[src/rtl/dct_pkg.sv]
package dct_pkg;

    typedef enum logic [1:0] {
        OP_LOAD = 2'd0,
        OP_HOLD = 2'd1,
        OP_RUN  = 2'd2,
        OP_BAD  = 2'd3
    } dct_op_e;

    localparam int NUM_TMR    = 2;
    localparam int TMR_STRIDE = 16;

    // byte offsets inside one counter's window
    localparam int OFS_RELOAD = 0;
    localparam int OFS_COUNT  = 4;
    localparam int OFS_CTRL   = 8;

    // interrupt unit offsets
    localparam int OFS_MASK   = 'h48;
    localparam int OFS_ACK    = 'h4C;
    localparam int OFS_RAW    = 'h50;
    localparam int OFS_MSKD   = 'h54;

endpackage

[src/rtl/dct_channel.sv]
module dct_channel
    import dct_pkg::*;
#(
    parameter int DATA_W    = 32,
    parameter int NUM_TICKS = 4,
    parameter int SRC_W     = 3
) (
    input  logic                 clk,
    input  logic                 rst_n,
    input  logic                 wr_reload,
    input  logic                 wr_ctrl,
    input  logic [DATA_W-1:0]    wdata,
    input  logic [NUM_TICKS-1:0] tick_src,
    output logic [DATA_W-1:0]    count_o,
    output logic                 expire_o
);

    localparam int FIRST_SRC = 1 << (SRC_W - 1);

    typedef struct packed {
        logic [DATA_W-1:0] reload;
        logic [DATA_W-1:0] count;
        dct_op_e           op;
        logic [SRC_W-1:0]  src;
    } chan_t;

    chan_t   st_d, st_q;
    logic    tick;
    dct_op_e op_in;

    assign op_in = dct_op_e'(wdata[1:0]);

    // selector FIRST_SRC+i picks tick_src[i]; lower codes pick nothing
    always_comb begin
        tick = 1'b0;
        for (int i = 0; i < NUM_TICKS; i++) begin
            if (st_q.src == SRC_W'(FIRST_SRC + i)) tick = tick_src[i];
        end
    end

    always_comb begin
        st_d     = st_q;
        expire_o = 1'b0;
        if (wr_reload) st_d.reload = wdata;
        if (wr_ctrl && op_in != OP_BAD) begin
            st_d.op  = op_in;
            st_d.src = wdata[2 +: SRC_W];
            if (op_in == OP_LOAD) st_d.count = st_q.reload;
        end else if (st_q.op == OP_RUN && tick) begin
            if (st_q.count == '0) begin
                expire_o   = 1'b1;
                st_d.count = st_q.reload;
            end else begin
                st_d.count = st_q.count - DATA_W'(1);
            end
        end
    end

    always_ff @(posedge clk) begin
        if (!rst_n) begin
            st_q.reload <= '0;
            st_q.count  <= '0;
            st_q.op     <= OP_HOLD;
            st_q.src    <= '0;
        end else begin
            st_q <= st_d;
        end
    end

    assign count_o = st_q.count;

    // a counter not in run mode keeps its value unless a load arrives
    a_r3_hold_frozen: assert property (@(posedge clk) disable iff (!rst_n)
        (st_q.op != OP_RUN && !wr_ctrl) |=> $stable(count_o));

    // one tick below zero-crossing takes exactly one off the count
    a_r4_run_step: assert property (@(posedge clk) disable iff (!rst_n)
        (st_q.op == OP_RUN && tick && count_o != '0 && !wr_ctrl)
        |=> (count_o == $past(count_o) - DATA_W'(1)));

    // a tick at zero reloads from the reload word
    a_r5_reload_on_expiry: assert property (@(posedge clk) disable iff (!rst_n)
        (st_q.op == OP_RUN && tick && count_o == '0 && !wr_ctrl)
        |=> (count_o == $past(st_q.reload)));

    // an illegal op code leaves the mode untouched
    a_r6_bad_op_ignored: assert property (@(posedge clk) disable iff (!rst_n)
        (wr_ctrl && wdata[1:0] == 2'd3) |=> (st_q.op == $past(st_q.op)));

endmodule

[src/rtl/dct_irq_unit.sv]
module dct_irq_unit #(
    parameter int NUM_TMR = 2
) (
    input  logic               clk,
    input  logic               rst_n,
    input  logic [NUM_TMR-1:0] expire,
    input  logic               wr_mask,
    input  logic               wr_ack,
    input  logic [NUM_TMR-1:0] wdata,
    output logic [NUM_TMR-1:0] raw_o,
    output logic [NUM_TMR-1:0] mask_o,
    output logic               irq_o
);

    typedef struct packed {
        logic [NUM_TMR-1:0] raw;
        logic [NUM_TMR-1:0] mask;
    } irq_t;

    irq_t               st_d, st_q;
    logic [NUM_TMR-1:0] clr;

    always_comb begin
        st_d     = st_q;
        clr      = wr_ack ? wdata : '0;
        // expiry is applied after the clear so it wins on a collision
        st_d.raw = (st_q.raw & ~clr) | expire;
        if (wr_mask) st_d.mask = wdata;
    end

    always_ff @(posedge clk) begin
        if (!rst_n) st_q <= '0;
        else        st_q <= st_d;
    end

    assign raw_o  = st_q.raw;
    assign mask_o = st_q.mask;
    assign irq_o  = |(st_q.raw & st_q.mask);

    for (genvar i = 0; i < NUM_TMR; i++) begin : g_chk
        // an expiry always leaves its pending bit set
        a_r8_expiry_wins: assert property (@(posedge clk) disable iff (!rst_n)
            expire[i] |=> raw_o[i]);
        // an acknowledged bit with no concurrent expiry is cleared
        a_r7_ack_clears: assert property (@(posedge clk) disable iff (!rst_n)
            (wr_ack && wdata[i] && !expire[i]) |=> !raw_o[i]);
    end

    // the request line is never high without a pending bit behind it
    a_r9_irq_needs_raw: assert property (@(posedge clk) disable iff (!rst_n)
        irq_o |-> (raw_o != '0 && mask_o != '0));

endmodule

[src/rtl/dual_countdown_timer.sv]
module dual_countdown_timer
    import dct_pkg::*;
#(
    parameter int ADDR_W    = 8,
    parameter int DATA_W    = 32,
    parameter int NUM_TICKS = 4,
    parameter int SRC_W     = 3
) (
    input  logic                 clk,
    input  logic                 rst_n,
    input  logic [ADDR_W-1:0]    bus_addr,
    input  logic                 bus_we,
    input  logic [DATA_W-1:0]    bus_wdata,
    output logic [DATA_W-1:0]    bus_rdata,
    input  logic [NUM_TICKS-1:0] tick_src,
    output logic                 irq_o
);

    logic [NUM_TMR-1:0] expire;
    logic [NUM_TMR-1:0] raw, mask;
    logic [DATA_W-1:0]  count [NUM_TMR];
    logic               wr_mask, wr_ack;

    assign wr_mask = bus_we && bus_addr == ADDR_W'(OFS_MASK);
    assign wr_ack  = bus_we && bus_addr == ADDR_W'(OFS_ACK);

    for (genvar i = 0; i < NUM_TMR; i++) begin : g_tmr
        logic wr_reload, wr_ctrl;
        assign wr_reload = bus_we && bus_addr == ADDR_W'(i * TMR_STRIDE + OFS_RELOAD);
        assign wr_ctrl   = bus_we && bus_addr == ADDR_W'(i * TMR_STRIDE + OFS_CTRL);

        dct_channel #(
            .DATA_W    (DATA_W),
            .NUM_TICKS (NUM_TICKS),
            .SRC_W     (SRC_W)
        ) chan_i (
            .clk       (clk),
            .rst_n     (rst_n),
            .wr_reload (wr_reload),
            .wr_ctrl   (wr_ctrl),
            .wdata     (bus_wdata),
            .tick_src  (tick_src),
            .count_o   (count[i]),
            .expire_o  (expire[i])
        );
    end

    dct_irq_unit #(
        .NUM_TMR (NUM_TMR)
    ) irq_i (
        .clk     (clk),
        .rst_n   (rst_n),
        .expire  (expire),
        .wr_mask (wr_mask),
        .wr_ack  (wr_ack),
        .wdata   (bus_wdata[NUM_TMR-1:0]),
        .raw_o   (raw),
        .mask_o  (mask),
        .irq_o   (irq_o)
    );

    always_comb begin
        bus_rdata = '0;
        for (int i = 0; i < NUM_TMR; i++) begin
            if (bus_addr == ADDR_W'(i * TMR_STRIDE + OFS_COUNT)) bus_rdata = count[i];
        end
        if (bus_addr == ADDR_W'(OFS_MASK)) bus_rdata = DATA_W'(mask);
        if (bus_addr == ADDR_W'(OFS_RAW))  bus_rdata = DATA_W'(raw);
        if (bus_addr == ADDR_W'(OFS_MSKD)) bus_rdata = DATA_W'(raw & mask);
    end

    // the acknowledge port never reads back a value
    a_r1_ack_reads_zero: assert property (@(posedge clk) disable iff (!rst_n)
        (bus_addr == ADDR_W'(OFS_ACK)) |-> (bus_rdata == '0));

endmodule

[config.mk]
export PLATFORM = sky130hd
export DESIGN_NAME = dual_countdown_timer
export DESIGN_NICKNAME = d
export VERILOG_FILES = /design/src/rtl/dct_pkg.sv /design/src/rtl/dct_channel.sv /design/src/rtl/dct_irq_unit.sv /design/src/rtl/dual_countdown_timer.sv
export SDC_FILE = /design/constraint.sdc
export NUM_CORES = 1
export LEC_CHECK = 0
export ABC_CLOCK_PERIOD_IN_PS = 5400
export BUFFER_PORTS_ARGS = -buffer_cell sky130_fd_sc_hd__buf_4
export CAP_MARGIN = 20
export CORE_MARGIN = 4
export CORE_UTILIZATION = 50
export CTS_BUF_LIST = sky130_fd_sc_hd__clkbuf_16
export CTS_CLUSTER_SIZE = 28
export DETAILED_ROUTE_END_ITERATION = 8
export PLACE_DENSITY = 0.69
export RECOVER_POWER = 100
export SLEW_MARGIN = 10
export SYNTH_ARGS = -nofsm -noshare
export SYNTH_HDL_FRONTEND = slang
export SYNTH_SLANG_ARGS = --single-unit
[constraint.sdc]
create_clock -name clk -period 5.4 [get_ports clk]
set_clock_uncertainty 0.15 [all_clocks]
set_input_delay 1.08 -clock clk [delete_from_list [all_inputs] [get_ports clk]]
set_output_delay 1.08 -clock clk [all_outputs]
set_load 0.05 [all_outputs]
==> flow_summary.ini <==
[outcome]
violations = capacitance limit, slew limit
status = finished, violations left

[floorplanning]
die_area_sq_um = 17300
rows = 44
boundaryPins = 80
coreArea_sq_um = 14800
die-width_microns = 131
die_height_microns = 131
start_util_pct = 51.7

[worst_setup_path]
crit_fanout = 28
worst_path_max_delay_cell = clkbuf_1
required_ps = 5570
crit_path_start_kind = input port
path_common_cell = clkbuf_1
endpoint_kind = flop
crit_arrival_ps = 4820
slowest_delay_ps = 1150
cp_top_family = buffers and inverters
path_cells = clkbuf_1 -> nor4b_1 -> and3_1 -> clkbuf_1 -> o21ba_2 -> a21o_1 -> a21oi_1 -> o221a_1
critical_path_class = input port to flop
timing.critical_path.buf_inv = 2

[logic_synthesis]
synth.net_count = 1038
synth_cell_type_count = 85
yosysTopAreaCellShare_pct = 37.3
synthCells = 988
yosys-top-cells-area = dfxtp_1 37%, nand2_1 9.8%, a21oi_1 8.6%
ys_ff_latch = 142
synth_commonest_cells = 200 x nand2_1, 142 x dfxtp_1, 131 x a21oi_1
synth_most_common_cell = nand2_1
syn_area_per_cell_sq_um = 7.71
yosysWarningCount = 0
synth-edff-count = 0
yosysTopAreaCell = dfxtp_1
seq_area_frac_synth_pct = 37.3
synth_ff_type = dfxtp_1
synthArstFlopShare_pct = 0
syn_area_sq_um = 7620

[sta]
tns_ps = 0
grt_setup_unrepaired = false
worstMarginPinSlew_ps = 2270
period_needed_ps = 4650
setup_viol = 0
slew_violations = 62
fmax_mhz = 215
relSlewSlack_pct = -51.5
period_share_pct = 86.2
setup_slack_ps = 747
finalHoldViolations = 0

[placed_design]
place_ws_ps = 1310
portBuffers = 79
dp_hpwl_microns = 17400
gp_congestion = 0.865

[clock_network]
cts_tree = done
worstSkewPairLatency_ps = 430
htree_levels = 4
clkSinkCount = 142
cts_buffer_depth = 2
path_clk_slew_ps = 60
root_buffer = clkbuf_16
cts_buffers = 17
post_cts.repair.setup_buffers = 0
ctsResizeCount = 0
holdBufCountCts = 0

[layout]
seq_area_sq_um = 2840
fin_util_pct = 57.9
drive_gt1_share_pct = 11.6
n_antenna_cell = 0
fillers = 1448
num-nets-final = 1071
multi_input_area_sq_um = 4340
synthToLayoutAreaGrowth_pct = 12.1

[global_route]
grt_use_total_pct = 28.6
grt-ovfl-total = 0
grt_pass1_wl_microns = 39900
grt_pass1_vias = 7067
antenna_found_initial = 0
grt_max_degree = 52

[detailed_routing]
antenna_left = 0
drt_first_iter_violations = 1019
drc = 0
wirelength_microns = 25800
vias = 7822
drt-vias-per-instance = 6.44
drtPass1Iterations = 6
wire_per_inst_microns = 21.2

[power]
ir_drop_v = 0.000224
p_leak_nw = 2.97
p_per_area_nw_per_um2 = 262

[run]
max_cap_violations = 2

[hold_path]
worstHoldPathType = flop to flop
==> registers in the layout, summed over array words and instances (netlist names) <==
signal and flops:
irq_i.mask_o 2, g_tmr.chan_i.st_q 74, g_tmr.chan_i.count_o 64, irq_i.raw_o 2
==> placed cells by master, fill, tap and decap left out, drive strengths merged, types with 15 or more instances in the layout <==
cell type    n
a21oi      131
nand2      201
nand4       16
nor2        36
nor4        33
and2        15
dfxtp      142
a22o        32
o21ai       59
clkbuf      56
nor3        42
buf         55
nand3       29
==> per-stage QoR <==
stage	total power, mW	hold slack [ps]	instances	area [sq um]
final	2.24	303	1215	8550
after floorplan	1.10	281	988	7620
after global placement	1.15	292	1186	8170
after CTS	2.24	303	1215	8700
after detailed placement	1.15	295	1186	8170
after global routing	2.28	320	1215	8550
==> final cells by class <==
class	instances	area share, %
clock inverter	12	1.26
multi-input combinational	755	50.8
sequential	142	33.3
clock buffer	17	4.98
timing repair buffer	94	6.56
inverter	11	0.498
tap	184	2.69
==> kinds of logic (layout without fill, tap and decap cells) <==
logic type | Yosys count | in the layout | synth area share, %
buf+inv | 91 | 134 | 5.89
compound gates | 313 | 313 | 25.8
mux | 10 | 10 | 1.67
flops | 142 | 142 | 37.3
simple gates | 429 | 429 | 28.9
fa+ha+maj | 3 | 3 | 0.493
==> worst min-delay path, cell delays in order (launching register included) <==
cell     delay (ps)
dfxtp_1         300
nand2_1          50
a21oi_1          50
==> power breakdown <==
| part | internal, mW | leakage (nW) | switching, mW |
|---|---|---|---|
| logic | 0.0293 | 1.55 | 0.0506 |
| registers | 1.05 | 1.14 | 0.000524 |
| clock network | 0.659 | 0.271 | 0.447 |
| total | 1.74 | 2.97 | 0.499 |
==> final timing paths <==
| check | from | end | slack (ps) | cells past startpoint |
|---|---|---|---|---|
| max | bus_addr[2] | g_tmr[0].chan_i.count_o[24] | 750 | 8 |
| min | g_tmr[0].chan_i.st_q[53] | g_tmr[0].chan_i.st_q[53] | 300 | 2 |
| max reg2reg | g_tmr[1].chan_i.count_o[4] | g_tmr[1].chan_i.count_o[12] | 1760 | 7 |
| min reg2reg | g_tmr[0].chan_i.st_q[53] | g_tmr[0].chan_i.st_q[53] | 300 | 2 |
==> layer usage <==
| layer | up-vias | wire (microns) | GRT usage, % |
|---|---|---|---|
| li1 | 3692 | - | - |
| met1 | 3712 | 11100 | 40.2 |
| met5 | - | 0 | 0 |
| met3 | 51 | 2000 | 4.05 |
| met4 | 0 | 673 | 10.1 |
| met2 | 367 | 11900 | 45.3 |
No activity file was read; power rests on OpenSTA's default activity.
